--- src/rtl/rtc_pkg.sv ---
package rtc_pkg;
  localparam int RAM_AW    = 5;
  localparam int RAM_BYTES = 1 << RAM_AW;
  localparam int FRAME_LEN = 16;
  localparam int HALF_LEN  = FRAME_LEN / 2;
  localparam int PHASE_W   = $clog2(FRAME_LEN + 1);
  localparam int TIME_W    = 7;

  localparam logic [7:0] CMD_STATUS  = 8'h30;
  localparam logic [7:0] CMD_CONTROL = 8'h31;
  localparam logic [7:0] CMD_CLRFLG  = 8'hB1;
  localparam logic [7:0] CMD_SEC     = 8'h20;
  localparam logic [7:0] CMD_MIN     = 8'h21;
  localparam logic [7:0] CMD_HOUR    = 8'h22;
  localparam logic [7:0] CMD_MDAY    = 8'h24;
  localparam logic [7:0] CMD_MON     = 8'h25;
  localparam logic [7:0] CMD_YEAR    = 8'h26;
  localparam logic [7:0] STAT_CLR_MASK = 8'h18;
  localparam int         CLR_REQ_BIT   = 2;

  typedef enum logic [2:0] {
    SRC_NONE, SRC_RAM, SRC_STATUS, SRC_CONTROL, SRC_TIME
  } rd_src_e;

  function automatic logic [7:0] bin2bcd(input logic [TIME_W-1:0] v);
    logic [7:0] t;
    logic [7:0] u;
    t = 8'(v / 10);
    u = 8'(v % 10);
    return {t[3:0], u[3:0]};
  endfunction

  function automatic logic [RAM_BYTES*8-1:0] ram_init_default();
    logic [RAM_BYTES*8-1:0] r;
    for (int i = 0; i < RAM_BYTES; i++) r[8*i +: 8] = 8'(i * 29) ^ 8'h4B;
    return r;
  endfunction
endpackage

--- src/rtl/rtc_frame_ctrl.sv ---
module rtc_frame_ctrl
  import rtc_pkg::*;
(
  input  logic               clk_i,
  input  logic               rst_ni,
  input  logic               wr_stb_i,
  input  logic               sel_i,
  input  logic               sclk_i,
  input  logic               sdi_i,
  output logic               active_o,
  output logic [PHASE_W-1:0] phase_o,
  output logic [7:0]         cmd_o,
  output logic [7:0]         value_o,
  output logic               shift_o,
  output logic               commit_o,
  output logic [7:0]         value_nxt_o
);
  logic               sclk_prev_q;
  logic               active_q;
  logic [PHASE_W-1:0] phase_q;
  logic [7:0]         cmd_q;
  logic [7:0]         value_q;
  logic               fall;

  assign fall        = wr_stb_i & sel_i & sclk_prev_q & ~sclk_i;
  // idle maps to phase 0 on the first selected write
  assign phase_o     = active_q ? phase_q : '0;
  assign shift_o     = fall & (phase_o < PHASE_W'(FRAME_LEN));
  assign commit_o    = shift_o & (phase_o == PHASE_W'(FRAME_LEN - 1));
  assign value_nxt_o = {value_q[6:0], sdi_i};
  assign active_o    = active_q;
  assign cmd_o       = cmd_q;
  assign value_o     = value_q;

  always_ff @(posedge clk_i or negedge rst_ni) begin
    if (!rst_ni) begin
      sclk_prev_q <= 1'b0;
      active_q    <= 1'b0;
      phase_q     <= '0;
      cmd_q       <= '0;
      value_q     <= '0;
    end else if (wr_stb_i) begin
      sclk_prev_q <= sclk_i;
      if (!sel_i) begin
        active_q <= 1'b0;
        phase_q  <= '0;
        cmd_q    <= '0;
        value_q  <= '0;
      end else begin
        active_q <= 1'b1;
        if (shift_o) begin
          phase_q <= phase_o + 1'b1;
          if (phase_o < PHASE_W'(HALF_LEN)) cmd_q <= {cmd_q[6:0], sdi_i};
          else                              value_q <= value_nxt_o;
        end else begin
          phase_q <= phase_o;
        end
      end
    end
  end
endmodule

--- src/rtl/rtc_regs.sv ---
module rtc_regs
  import rtc_pkg::*;
#(
  parameter logic [RAM_BYTES*8-1:0] RAM_INIT    = ram_init_default(),
  parameter logic [7:0]             STATUS_INIT = 8'h90,
  parameter logic [7:0]             CTRL_INIT   = 8'h00
) (
  input  logic              clk_i,
  input  logic              rst_ni,
  input  logic              commit_i,
  input  logic [7:0]        cmd_i,
  input  logic [7:0]        value_i,
  input  logic [RAM_AW-1:0] rd_addr_i,
  output logic [7:0]        ram_byte_o,
  output logic [7:0]        status_o,
  output logic [7:0]        control_o,
  output logic              int_clr_o
);
  logic [7:0] ram_q [RAM_BYTES];
  logic [7:0] status_q;
  logic       int_clr_q;
  logic       ram_wr;
  logic       clr_req;

  assign ram_wr  = commit_i & (cmd_i[7:RAM_AW] == {3'b100, {(5-RAM_AW){1'b0}}});
  assign clr_req = commit_i & (cmd_i == CMD_CLRFLG) & value_i[CLR_REQ_BIT];

  always_ff @(posedge clk_i or negedge rst_ni) begin
    if (!rst_ni) begin
      for (int i = 0; i < RAM_BYTES; i++) ram_q[i] <= RAM_INIT[8*i +: 8];
    end else if (ram_wr) begin
      ram_q[cmd_i[RAM_AW-1:0]] <= value_i;
    end
  end

  always_ff @(posedge clk_i or negedge rst_ni) begin
    if (!rst_ni) begin
      status_q  <= STATUS_INIT;
      int_clr_q <= 1'b0;
    end else begin
      int_clr_q <= clr_req;
      if (clr_req) status_q <= status_q & ~STAT_CLR_MASK;
    end
  end

  assign ram_byte_o = ram_q[rd_addr_i];
  assign status_o   = status_q;
  assign control_o  = CTRL_INIT;
  assign int_clr_o  = int_clr_q;
endmodule

--- src/rtl/rtc_rd_mux.sv ---
module rtc_rd_mux
  import rtc_pkg::*;
(
  input  logic [7:0]        cmd_i,
  input  logic [7:0]        ram_byte_i,
  input  logic [7:0]        status_i,
  input  logic [7:0]        control_i,
  input  logic [TIME_W-1:0] sec_i,
  input  logic [TIME_W-1:0] min_i,
  input  logic [TIME_W-1:0] hour_i,
  input  logic [TIME_W-1:0] mday_i,
  input  logic [TIME_W-1:0] mon_i,
  input  logic [TIME_W-1:0] year_i,
  output logic [7:0]        rd_byte_o,
  output logic              rd_valid_o
);
  rd_src_e    src;
  logic [7:0] time_byte;

  always_comb begin
    if (cmd_i < 8'(RAM_BYTES))            src = SRC_RAM;
    else if (cmd_i == CMD_STATUS)         src = SRC_STATUS;
    else if (cmd_i == CMD_CONTROL)        src = SRC_CONTROL;
    else if (cmd_i[7:4] == CMD_SEC[7:4])  src = SRC_TIME;
    else                                  src = SRC_NONE;
  end

  always_comb begin
    unique case (cmd_i)
      CMD_SEC:  time_byte = bin2bcd(sec_i);
      CMD_MIN:  time_byte = bin2bcd(min_i);
      CMD_HOUR: time_byte = bin2bcd(hour_i);
      CMD_MDAY: time_byte = bin2bcd(mday_i);
      CMD_MON:  time_byte = bin2bcd(mon_i);
      CMD_YEAR: time_byte = bin2bcd(year_i);
      default:  time_byte = 8'h00;
    endcase
  end

  always_comb begin
    case (src)
      SRC_RAM:     rd_byte_o = ram_byte_i;
      SRC_STATUS:  rd_byte_o = status_i;
      SRC_CONTROL: rd_byte_o = control_i;
      SRC_TIME:    rd_byte_o = time_byte;
      default:     rd_byte_o = 8'h00;
    endcase
  end

  assign rd_valid_o = (src != SRC_NONE);
endmodule

--- src/rtl/rtc_serial_if.sv ---
module rtc_serial_if
  import rtc_pkg::*;
#(
  parameter logic [RAM_BYTES*8-1:0] RAM_INIT    = ram_init_default(),
  parameter logic [7:0]             STATUS_INIT = 8'h90,
  parameter logic [7:0]             CTRL_INIT   = 8'h00
) (
  input  logic              clk_i,
  input  logic              rst_ni,
  input  logic              wr_stb_i,
  input  logic              sel_i,
  input  logic              sclk_i,
  input  logic              sdi_i,
  input  logic [TIME_W-1:0] sec_i,
  input  logic [TIME_W-1:0] min_i,
  input  logic [TIME_W-1:0] hour_i,
  input  logic [TIME_W-1:0] mday_i,
  input  logic [TIME_W-1:0] mon_i,
  input  logic [TIME_W-1:0] year_i,
  output logic              sdo_o,
  output logic              int_clr_o
);
  logic               active;
  logic [PHASE_W-1:0] phase;
  logic [7:0]         cmd;
  logic [7:0]         value;
  logic               shift;
  logic               commit;
  logic [7:0]         value_nxt;
  logic [7:0]         ram_byte;
  logic [7:0]         status;
  logic [7:0]         control;
  logic [7:0]         rd_byte;
  logic               rd_valid;
  logic               sdo_q;

  rtc_frame_ctrl u_frame (
    .clk_i, .rst_ni, .wr_stb_i, .sel_i, .sclk_i, .sdi_i,
    .active_o(active), .phase_o(phase), .cmd_o(cmd), .value_o(value),
    .shift_o(shift), .commit_o(commit), .value_nxt_o(value_nxt)
  );

  rtc_regs #(.RAM_INIT(RAM_INIT), .STATUS_INIT(STATUS_INIT), .CTRL_INIT(CTRL_INIT)) u_regs (
    .clk_i, .rst_ni, .commit_i(commit), .cmd_i(cmd), .value_i(value_nxt),
    .rd_addr_i(cmd[RAM_AW-1:0]), .ram_byte_o(ram_byte), .status_o(status),
    .control_o(control), .int_clr_o(int_clr_o)
  );

  rtc_rd_mux u_mux (
    .cmd_i(cmd), .ram_byte_i(ram_byte), .status_i(status), .control_i(control),
    .sec_i, .min_i, .hour_i, .mday_i, .mon_i, .year_i,
    .rd_byte_o(rd_byte), .rd_valid_o(rd_valid)
  );

  // data phases are 8..15: phase[3] set, low bits pick bit 7-k
  always_ff @(posedge clk_i or negedge rst_ni) begin
    if (!rst_ni)                              sdo_q <= 1'b0;
    else if (shift && phase[3] && rd_valid)   sdo_q <= rd_byte[~phase[2:0]];
  end

  assign sdo_o = sdo_q;
endmodule

--- config.mk ---
export PLATFORM = sky130hd
export DESIGN_NAME = rtc_serial_if
export DESIGN_NICKNAME = d
export VERILOG_FILES = /design/src/rtl/rtc_pkg.sv /design/src/rtl/rtc_frame_ctrl.sv /design/src/rtl/rtc_regs.sv /design/src/rtl/rtc_rd_mux.sv /design/src/rtl/rtc_serial_if.sv
export SDC_FILE = /design/constraint.sdc
export NUM_CORES = 1
export LEC_CHECK = 0
export BUFFER_PORTS_ARGS = -buffer_cell sky130_fd_sc_hd__buf_2
export CORE_ASPECT_RATIO = 0.9
export CORE_MARGIN = 4
export CORE_UTILIZATION = 65
export DETAILED_ROUTE_END_ITERATION = 12
export GPL_TIMING_DRIVEN = 0
export PLACE_DENSITY = 0.83
export SLEW_MARGIN = 20
export SYNTH_ARGS = -nofsm -noshare
export SYNTH_HDL_FRONTEND = slang
export SYNTH_HIERARCHICAL = 1
export SYNTH_SLANG_ARGS = --single-unit
--- constraint.sdc ---
create_clock -name clk_i -period 11 [get_ports clk_i]
set_input_delay 2.2 -clock clk_i [delete_from_list [all_inputs] [get_ports clk_i]]
set_output_delay 2.2 -clock clk_i [all_outputs]
set_load 0.05 [all_outputs]
==> impl_metrics.env, run 1 <==
export IMPL_final_common_cell="mux2_2"
export IMPL_routed_wirelength_mm=35.7
export IMPL_arrival_ns=5.97
export IMPL_end_kind="register"
export IMPL_areaGrowthSynthToFinish_pct=11.6
export IMPL_crit_path_max_fanout=10
export IMPL_relSlewSlack=0.451
export IMPL_worstSetupPathType="in2reg"
export IMPL_fin_skew_ns=0.0214
export IMPL_post_cts_setup_buffers=0
export IMPL_netlist_area_mm2=0.0145
export IMPL_wl_met1_mm=15.1
export IMPL_antenna_found_initial=0
export IMPL_rsz0062_at_grt="false"
export IMPL_num_rows=51
export IMPL_root_buffer="clkbuf_16"
export IMPL_setup_viol=0
export IMPL_cts_resized=0
export IMPL_fin_nets=1129
export IMPL_cp_data_required_time_ns=11.49
export IMPL_diodes=0
export IMPL_min_path_type="reg2reg"
export IMPL_final_antenna_net_count=0
export IMPL_drive_above_1_share=0.573
export IMPL_mostFrequentLayoutCells="mux2_2 (265), dfrtp_1 (154), dfstp_2 (127)"
export IMPL_syn_inst=983
export IMPL_grt_use_total=0.298
export IMPL_clock_sinks=281
export IMPL_clk_latency_ns=0.57
export IMPL_via_count=9305
export IMPL_route_met2_wl_mm=16.9
export IMPL_vias_per_cell=6.69
export IMPL_syn_avg_cell_area_um2=14.8
export IMPL_period_share=0.498
export IMPL_first_iter_violations=1012
export IMPL_place_ws_ns=5.03
export IMPL_drcViolationCount=0
export IMPL_htree_levels=1
export IMPL_die_area_mm2=0.0248
export IMPL_top_layer="met4"
export IMPL_cts_buffers=29
export IMPL_p_leak_nw=7.08
export IMPL_wl_met3_mm=2.84
export IMPL_setup_tns_final_ns=0
export IMPL_status="completed"
export IMPL_setup_ws_ns=5.52
export IMPL_initial_core_util=0.665
export IMPL_synth_warnings=6
export IMPL_clock_path_buffers=3
export IMPL_grt_overflow=0
export IMPL_power_density_mw_per_mm2=131
export IMPL_grt_pass1_wl_mm=55.9
export IMPL_clock_fmax_mhz=182
export IMPL_fp_coreArea_mm2=0.0218
export IMPL_tightestPinTransition_ns=0.823
export IMPL_grt_pass1_vias=9498
export IMPL_grt_start_max_net_pins=102
export IMPL_hold_buffers=0
export IMPL_place_gp_congestion=0.915
export IMPL_port_buffers=48
export IMPL_cts_tree="done"
export IMPL_dpl_hpwl_mm=25.0
export IMPL_maxCapViolCount=0
export IMPL_clk_pin_slew_ns=0.06
export IMPL_die_h_um=150
export IMPL_layout_min_cycle_time_ns=5.48
export IMPL_firstDrtPassIters=5
export IMPL_ios=50
export IMPL_critPathLaunchType="input pin"
export IMPL_die_x_um=165
export IMPL_slew_viol_final=0
export IMPL_post_drt_wl_per_cell_um=25.7
export IMPL_hold_viol_final=0
export IMPL_vdd_drop_max_v=0.000145
==> worst max-delay path: stages <==
cell and delay, ns:
buf_2 0.07, mux2i_1 0.05, mux4_2 0.46, mux2i_1 0.43
buf_4 0.28, nand2_1 0.08, o311ai_1 0.54, inv_1 0.14
ha_1 0.26, o21ai_0 0.09, o21ai_1 0.11, o211ai_2 0.21
xor2_1 0.11, o221ai_2 0.18, mux2i_1 0.11, mux4_2 0.49
o21ai_1 0.14
==> worst paths after layout <==
path / start / to / slack (ns) / depth (start not counted)
max in group asynchronous: rst_ni / u_regs/ram_q[110] / 8.26 / 3
hold reg to reg: sdo_o / sdo_o / 0.48 / 2
setup / recovery: mon_i[2] / sdo_o / 5.52 / 17
min in group asynchronous: rst_ni / u_regs/ram_q[190] / 1.57 / 1
hold / removal: sdo_o / sdo_o / 0.48 / 2
setup reg to reg: u_frame/cmd_o[6] / sdo_o / 6.16 / 16
==> flip-flops by register name, indices dropped and copies added (netlist names) <==
name,count
u_regs/ram_q,256
u_frame/cmd_o,8
u_frame/value_o,7
u_frame/phase_q,5
sdo_o,1
u_frame/active_o,1
u_frame/sclk_prev_q,1
u_regs/int_clr_o,1
u_regs/status_o,1
==> power breakdown <==
group          leakage, nW  internal [W]  switching, W
sequential            3.46       0.00104    0.00000248
combinational         3.17     0.0000422     0.0000669
clock                0.458      0.000564      0.000400
==> layout make-up <==
type | count | area [um^2]
clock inverter | 8 | 109
fill | 1368 | 5630
timing repair buffer | 51 | 333
clock buffer | 45 | 826
inverter | 7 | 28.8
sequential | 281 | 7190
buffer | 90 | 558
tap | 291 | 364
multi-input combinational | 618 | 6780
==> layer usage <==
metal	track usage	vias to the layer above
met5	0	-
met4	0.0713	0
met3	0.0493	65
met2	0.458	372
met1	0.455	4928
li1	-	3940
==> metrics by stage <==
stage	hold slack [ns]	area, um^2	utilization	instances	total power, W
floorplan	0.465	14600	-	996	0.00112
global placement	0.471	15200	0.695	1335	0.00116
detailed placement	0.472	15300	0.699	1338	0.00117
CTS	0.485	16200	0.742	1391	0.00212
global route	0.489	16200	0.742	1391	0.00218
finish	0.481	16200	0.742	1391	0.00211
Note: power is estimated with default switching activity, not from simulation.
==> inputs of run 2 (changes only) <==
--- a/config.mk
+++ b/config.mk
@@ -8,10 +8,10 @@
 export BUFFER_PORTS_ARGS = -buffer_cell sky130_fd_sc_hd__buf_2
 export CORE_ASPECT_RATIO = 0.9
 export CORE_MARGIN = 4
-export CORE_UTILIZATION = 65
+export CORE_UTILIZATION = 63
 export DETAILED_ROUTE_END_ITERATION = 12
 export GPL_TIMING_DRIVEN = 0
-export PLACE_DENSITY = 0.83
+export PLACE_DENSITY = 0.81
 export SLEW_MARGIN = 20
 export SYNTH_ARGS = -nofsm -noshare
 export SYNTH_HDL_FRONTEND = slang
==> constraint.sdc (replaced) <==
create_clock -name clk_i -period 5.1 [get_ports clk_i]
set_input_delay 1.02 -clock clk_i [delete_from_list [all_inputs] [get_ports clk_i]]
set_output_delay 1.02 -clock clk_i [all_outputs]
set_load 0.05 [all_outputs]
==> impl_metrics.env, run 2 (synthesis gave the netlist of run 1 again) <==
export IMPL_status="completed"
export IMPL_cts_buffers=29
export IMPL_cts_tree="done"
export IMPL_htree_levels=1
export IMPL_vdd_drop_max_v=0.000310
export IMPL_relSlewSlack=0.385
export IMPL_die_x_um=168
export IMPL_cts_resized=0
export IMPL_vias_per_cell=6.60
export IMPL_r2r_end="sdo_o"
export IMPL_crit_path_max_fanout=10
export IMPL_firstDrtPassIters=5
export IMPL_critPathLaunchType="register"
export IMPL_drcViolationCount=0
export IMPL_tightestPinTransition_ns=0.923
export IMPL_areaGrowthSynthToFinish_pct=11.9
export IMPL_hold_buffers=0
export IMPL_slowest_delay_ns=0.57
export IMPL_power_density_mw_per_mm2=286
export IMPL_rsz0062_at_grt="false"
export IMPL_multi_input_comb_area_mm2=0.00678
export IMPL_p_leak_nw=7.11
export IMPL_setup_viol=0
export IMPL_first_iter_violations=904
export IMPL_clock_path_buffers=3
export IMPL_post_cts_setup_buffers=0
export IMPL_grt_overflow=0
export IMPL_top_register="u_regs/ram_q"
export IMPL_worstSetupPathType="reg2reg"
export IMPL_clk_pin_slew_ns=0.06
export IMPL_final_common_cell="mux2_2"
export IMPL_drive_above_1_share=0.581
export IMPL_root_buffer="clkbuf_16"
export IMPL_end_kind="register"
export IMPL_clk_latency_ns=0.56
export IMPL_fin_hold_ws_ns=0.485
export IMPL_fin_nets=1128
export IMPL_slew_viol_final=0
export IMPL_fin_skew_ns=0.0238
export IMPL_cp_data_required_time_ns=5.58
export IMPL_via_count=9222
export IMPL_grt_pass1_wl_mm=55.7
export IMPL_maxCapViolCount=0
export IMPL_grt_pass1_vias=9329
export IMPL_post_drt_wl_per_cell_um=25.6
export IMPL_period_share=0.920
export IMPL_die_h_um=152
export IMPL_largest_register_ff_count=256
export IMPL_seq_area_mm2=0.00719
export IMPL_crit_path_cell_trace="or4b_4, or4b_4, mux2i_1, buf_4, nand2_1, o311ai_1, inv_1, ha_1, o21ai_0, o21ai_1, o211ai_2, xor2_1, o221ai_2, mux2i_1, mux4_2, o21ai_1"
export IMPL_arrival_ns=5.17
export IMPL_crit_path_top_delay_cell="or4b_4"
export IMPL_final_antenna_net_count=0
export IMPL_reg2reg_slack_ns=0.41
export IMPL_num_rows=52
export IMPL_port_buffers=48
export IMPL_place_gp_congestion=0.913
export IMPL_reg2reg_depth=16
export IMPL_hold_viol_final=0
export IMPL_routed_wirelength_mm=35.8
export IMPL_ios=50
export IMPL_grt_use_total=0.281
export IMPL_grt_start_max_net_pins=100
export IMPL_layout_min_cycle_time_ns=4.69
export IMPL_clock_fmax_mhz=213
export IMPL_fp_coreArea_mm2=0.0226
export IMPL_mostFrequentLayoutCells="mux2_2 (265), dfrtp_1 (154), dfstp_2 (127)"
export IMPL_clock_sinks=281
export IMPL_die_area_mm2=0.0255
export IMPL_fill_cells=1440
export IMPL_min_path_type="in2async"
export IMPL_initial_core_util=0.643
export IMPL_utilization=0.719
export IMPL_r2r_start="u_frame/cmd_o[6]"
export IMPL_dpl_hpwl_mm=24.6
export IMPL_antenna_found_initial=1
## run 2: cell count changes in the layout (fill, tap and decap cells not counted)
cell	before	now
buf_16	3	2
diode_2	0	1
clkbuf_8	6	10
clkinv_4	1	0
clkinvlp_4	0	2
clkinv_8	0	1
clkinv_2	4	8
clkbuf_1	52	43
## run 2: worst max path at each step
stage                startpoint           endpoint  slack (ns)  cells after the start
4_1_cts        u_frame/cmd_o[6]              sdo_o        0.53                     16
6_report       u_frame/cmd_o[6]              sdo_o        0.41                     16
2_1_floorplan  u_frame/cmd_o[6]              sdo_o        1.11                     18
3_5_place_dp          mday_i[2]              sdo_o        0.49                     17
5_1_grt        u_frame/cmd_o[6]              sdo_o        0.20                     16
3_3_place_gp             rst_ni  u_regs/ram_q[126]       -1.94                      1
## run 2: layout make-up
| class | count | area share |
|---|---|---|
| Clock buffer | 40 | 0.0522 |
| Tap cell | 297 | 0.0229 |
| Inverter | 7 | 0.00177 |
| Timing Repair Buffer | 50 | 0.0188 |
| Buffer | 90 | 0.0344 |
| Antenna cell | 1 | 0.000154 |
| Sequential cell | 281 | 0.443 |
| Clock inverter | 14 | 0.00932 |
| Multi-Input combinational cell | 618 | 0.418 |
## run 2: critical path: cells and delay by family (launching register included)
kind            cells  cell delay, ns
fa+ha+maj           1            0.26
buf+inv             2            0.39
flops               1            0.44
mux                 3            0.93
compound gates      6            1.27
simple gates        3            1.17
xor+xnor            1            0.11
## run 2: routing by layer
metal / track usage / vias up / wire length (um)
li1: - / 3959 / -
met1: 0.420 / 4849 / 15400
met2: 0.423 / 318 / 16400
met3: 0.0533 / 96 / 2570
met4: 0.0885 / 0 / 1410
met5: 0 / - / 0
## run 2: power breakdown
part | switching, W | internal (W) | total [W] | leakage [nW]
sequential | 0.00000527 | 0.00224 | 0.00224 | 3.46
combinational | 0.000143 | 0.0000889 | 0.000232 | 3.16
clock | 0.000899 | 0.00127 | 0.00217 | 0.495
## run 2: stage by stage
stage	power, W	worst slack [ns]	TNS (ns)	instance area, um^2	cells
final	0.00464	0.409	0	16200	1398
after global routing	0.00479	0.202	0	16200	1397
after CTS	0.00468	0.531	0	16200	1397
after detailed placement	0.00251	0.487	0	15200	1343
after global placement	0.00250	-1.94	-324.77	15200	1341
after floorplan	0.00241	1.11	0	14600	996
==> inputs of run 3 (changes only) <==
--- a/config.mk
+++ b/config.mk
@@ -8,10 +8,9 @@
 export BUFFER_PORTS_ARGS = -buffer_cell sky130_fd_sc_hd__buf_2
 export CORE_ASPECT_RATIO = 0.9
 export CORE_MARGIN = 4
-export CORE_UTILIZATION = 63
+export CORE_UTILIZATION = 25
 export DETAILED_ROUTE_END_ITERATION = 12
 export GPL_TIMING_DRIVEN = 0
-export PLACE_DENSITY = 0.81
 export SLEW_MARGIN = 20
 export SYNTH_ARGS = -nofsm -noshare
 export SYNTH_HDL_FRONTEND = slang
==> impl_metrics.env, run 3 (synthesis gave the netlist of run 1 again) <==
export IMPL_cts_resized=0
export IMPL_grt_pass1_vias=9311
export IMPL_clk_latency_ns=0.56
export IMPL_grt_overflow=0
export IMPL_firstDrtPassIters=5
export IMPL_clk_pin_slew_ns=0.06
export IMPL_grt_start_max_net_pins=92
export IMPL_mostFrequentLayoutCells="mux2_2 (265), dfrtp_1 (154), dfstp_2 (127)"
export IMPL_cp_data_required_time_ns=5.58
export IMPL_fin_hold_ws_ns=0.379
export IMPL_path_buf_inv=3
export IMPL_crit_path_top_delay_cell="dfrtp_1"
export IMPL_vias_per_cell=4.82
export IMPL_initial_core_util=0.254
export IMPL_crit_family="multiplexers"
export IMPL_instances_no_fill=1867
export IMPL_first_iter_violations=815
export IMPL_fin_nets=1129
export IMPL_routed_wirelength_mm=38.0
export IMPL_areaGrowthSynthToFinish_pct=16.2
export IMPL_slowest_delay_ns=0.64
export IMPL_port_buffers=48
export IMPL_crit_path_max_fanout=11
export IMPL_post_drt_wl_per_cell_um=20.4
export IMPL_fin_skew_ns=0.0146
export IMPL_relSlewSlack=0.363
export IMPL_dpl_cell_count=1812
export IMPL_rsz0062_at_grt="false"
export IMPL_final_common_cell="mux2_2"
export IMPL_drive_above_1_share=0.579
export IMPL_setup_viol=0
export IMPL_fp_coreArea_mm2=0.0572
export IMPL_total_power_w=0.00470
export IMPL_htree_levels=1
export IMPL_clock_path_buffers=3
export IMPL_dpl_hpwl_mm=26.9
export IMPL_crit_path_cell_trace="buf_2, mux2i_1, mux4_2, mux2i_1, buf_4, nand2_1, o311ai_1, inv_1, ha_1, o21ai_0, o21ai_1, o211ai_2, xor2_1, o221ai_2, mux2i_1, mux4_2, o21ai_1"
export IMPL_antenna_found_initial=1
export IMPL_final_area_mm2=0.0169
export IMPL_maxCapViolCount=0
export IMPL_layout_min_cycle_time_ns=4.49
export IMPL_arrival_ns=4.97
export IMPL_reg2reg_slack_ns=0.61
export IMPL_grt_pass1_wl_mm=58.0
export IMPL_cts_buffers=29
export IMPL_period_share=0.880
export IMPL_critPathLaunchType="register"
export IMPL_ios=50
export IMPL_final_antenna_net_count=0
export IMPL_hold_buffers=0
export IMPL_die_area_mm2=0.0620
export IMPL_die_x_um=262
export IMPL_top_register="u_regs/ram_q"
export IMPL_vdd_drop_max_v=0.000234
export IMPL_hold_viol_final=0
export IMPL_clock_fmax_mhz=223
export IMPL_cts_tree="done"
export IMPL_post_cts_setup_buffers=0
export IMPL_die_h_um=237
export IMPL_place_gp_congestion=0.894
export IMPL_place_area_mm2=0.0158
export IMPL_status="completed"
export IMPL_power_density_mw_per_mm2=279
export IMPL_drcViolationCount=0
export IMPL_p_leak_nw=7.12
export IMPL_clock_sinks=281
export IMPL_via_count=9008
export IMPL_root_buffer="clkbuf_16"
export IMPL_min_path_type="in2async"
export IMPL_slew_viol_final=0
export IMPL_largest_register_ff_count=256
export IMPL_worstSetupPathType="reg2reg"
export IMPL_num_rows=83
export IMPL_path_common_cell="mux2i_1"
export IMPL_tightestPinTransition_ns=0.953
export IMPL_end_kind="register"
export IMPL_grt_use_total=0.121
## run 3: cell types whose count changed in the layout (fill, tap and decap cells not counted)
cell	change
clkinv_2	-3
clkbuf_1	+2
buf_16	+1
bufinv_16	+1
clkbuf_8	+1
clkinv_8	-1
inv_16	-1
inv_6	+1
## run 3: per-stage QoR
step | worst slack (ns) | utilization | TNS [ns]
after detailed placement | 0.545 | 0.277 | 0
after floorplan | 1.11 | - | 0
after global routing | 0.307 | 0.295 | 0
after global placement | -1.93 | 0.275 | -321.24
final | 0.610 | 0.295 | 0
after CTS | 0.604 | 0.295 | 0
## run 3: final timing paths
check | start | endpoint | cells past startpoint
setup / recovery | u_frame/cmd_o[0] | sdo_o | 17
hold / removal | rst_ni | u_regs/ram_q[150] | 1
setup reg to reg | u_frame/cmd_o[0] | sdo_o | 17
hold reg to reg | u_regs/status_o[4] | u_regs/status_o[4] | 1
max in group asynchronous | rst_ni | u_regs/ram_q[11] | 3
min in group clk_i | u_regs/status_o[4] | u_regs/status_o[4] | 1
## run 3: worst register-to-register path, delay by kind of cell, from the launching register on
kind,cells,cell delay (ns)
muxes,5,1.46
AOI/OAI and AO/OA,6,1.17
buffers and inverters,3,0.71
DFF,1,0.64
adders and majority gates,1,0.25
xor gates and xnor gates,1,0.11
and+or+nand+nor,1,0.09
## run 3: routing by layer
| layer | wire length, um | vias up | part of all wire | global-route usage |
|---|---|---|---|---|
| met5 | 0 | - | 0 | 0 |
| met4 | 758 | 0 | 0.020 | 0.0240 |
| met3 | 2860 | 50 | 0.075 | 0.0298 |
| met2 | 17000 | 235 | 0.45 | 0.186 |
| met1 | 17400 | 4781 | 0.46 | 0.175 |
| li1 | - | 3942 | - | - |
## run 3: cell type report
type / count / area (um^2)
tap: 765 / 957
buffer: 90 / 558
inverter: 7 / 28.8
clock buffer: 43 / 868
multi-input combinational: 618 / 6780
timing repair buffer: 51 / 333
fill: 5646 / 40400
clock inverter: 11 / 139
antenna: 1 / 2.50
sequential: 281 / 7190
## run 3: power breakdown
group          switching, W  leakage [nW]  internal [W]  total [W]
sequential       0.00000613          3.46       0.00224    0.00224
clock              0.000893         0.495       0.00133    0.00222
combinational      0.000143          3.17     0.0000912   0.000234
total               0.00104          7.12       0.00366    0.00470
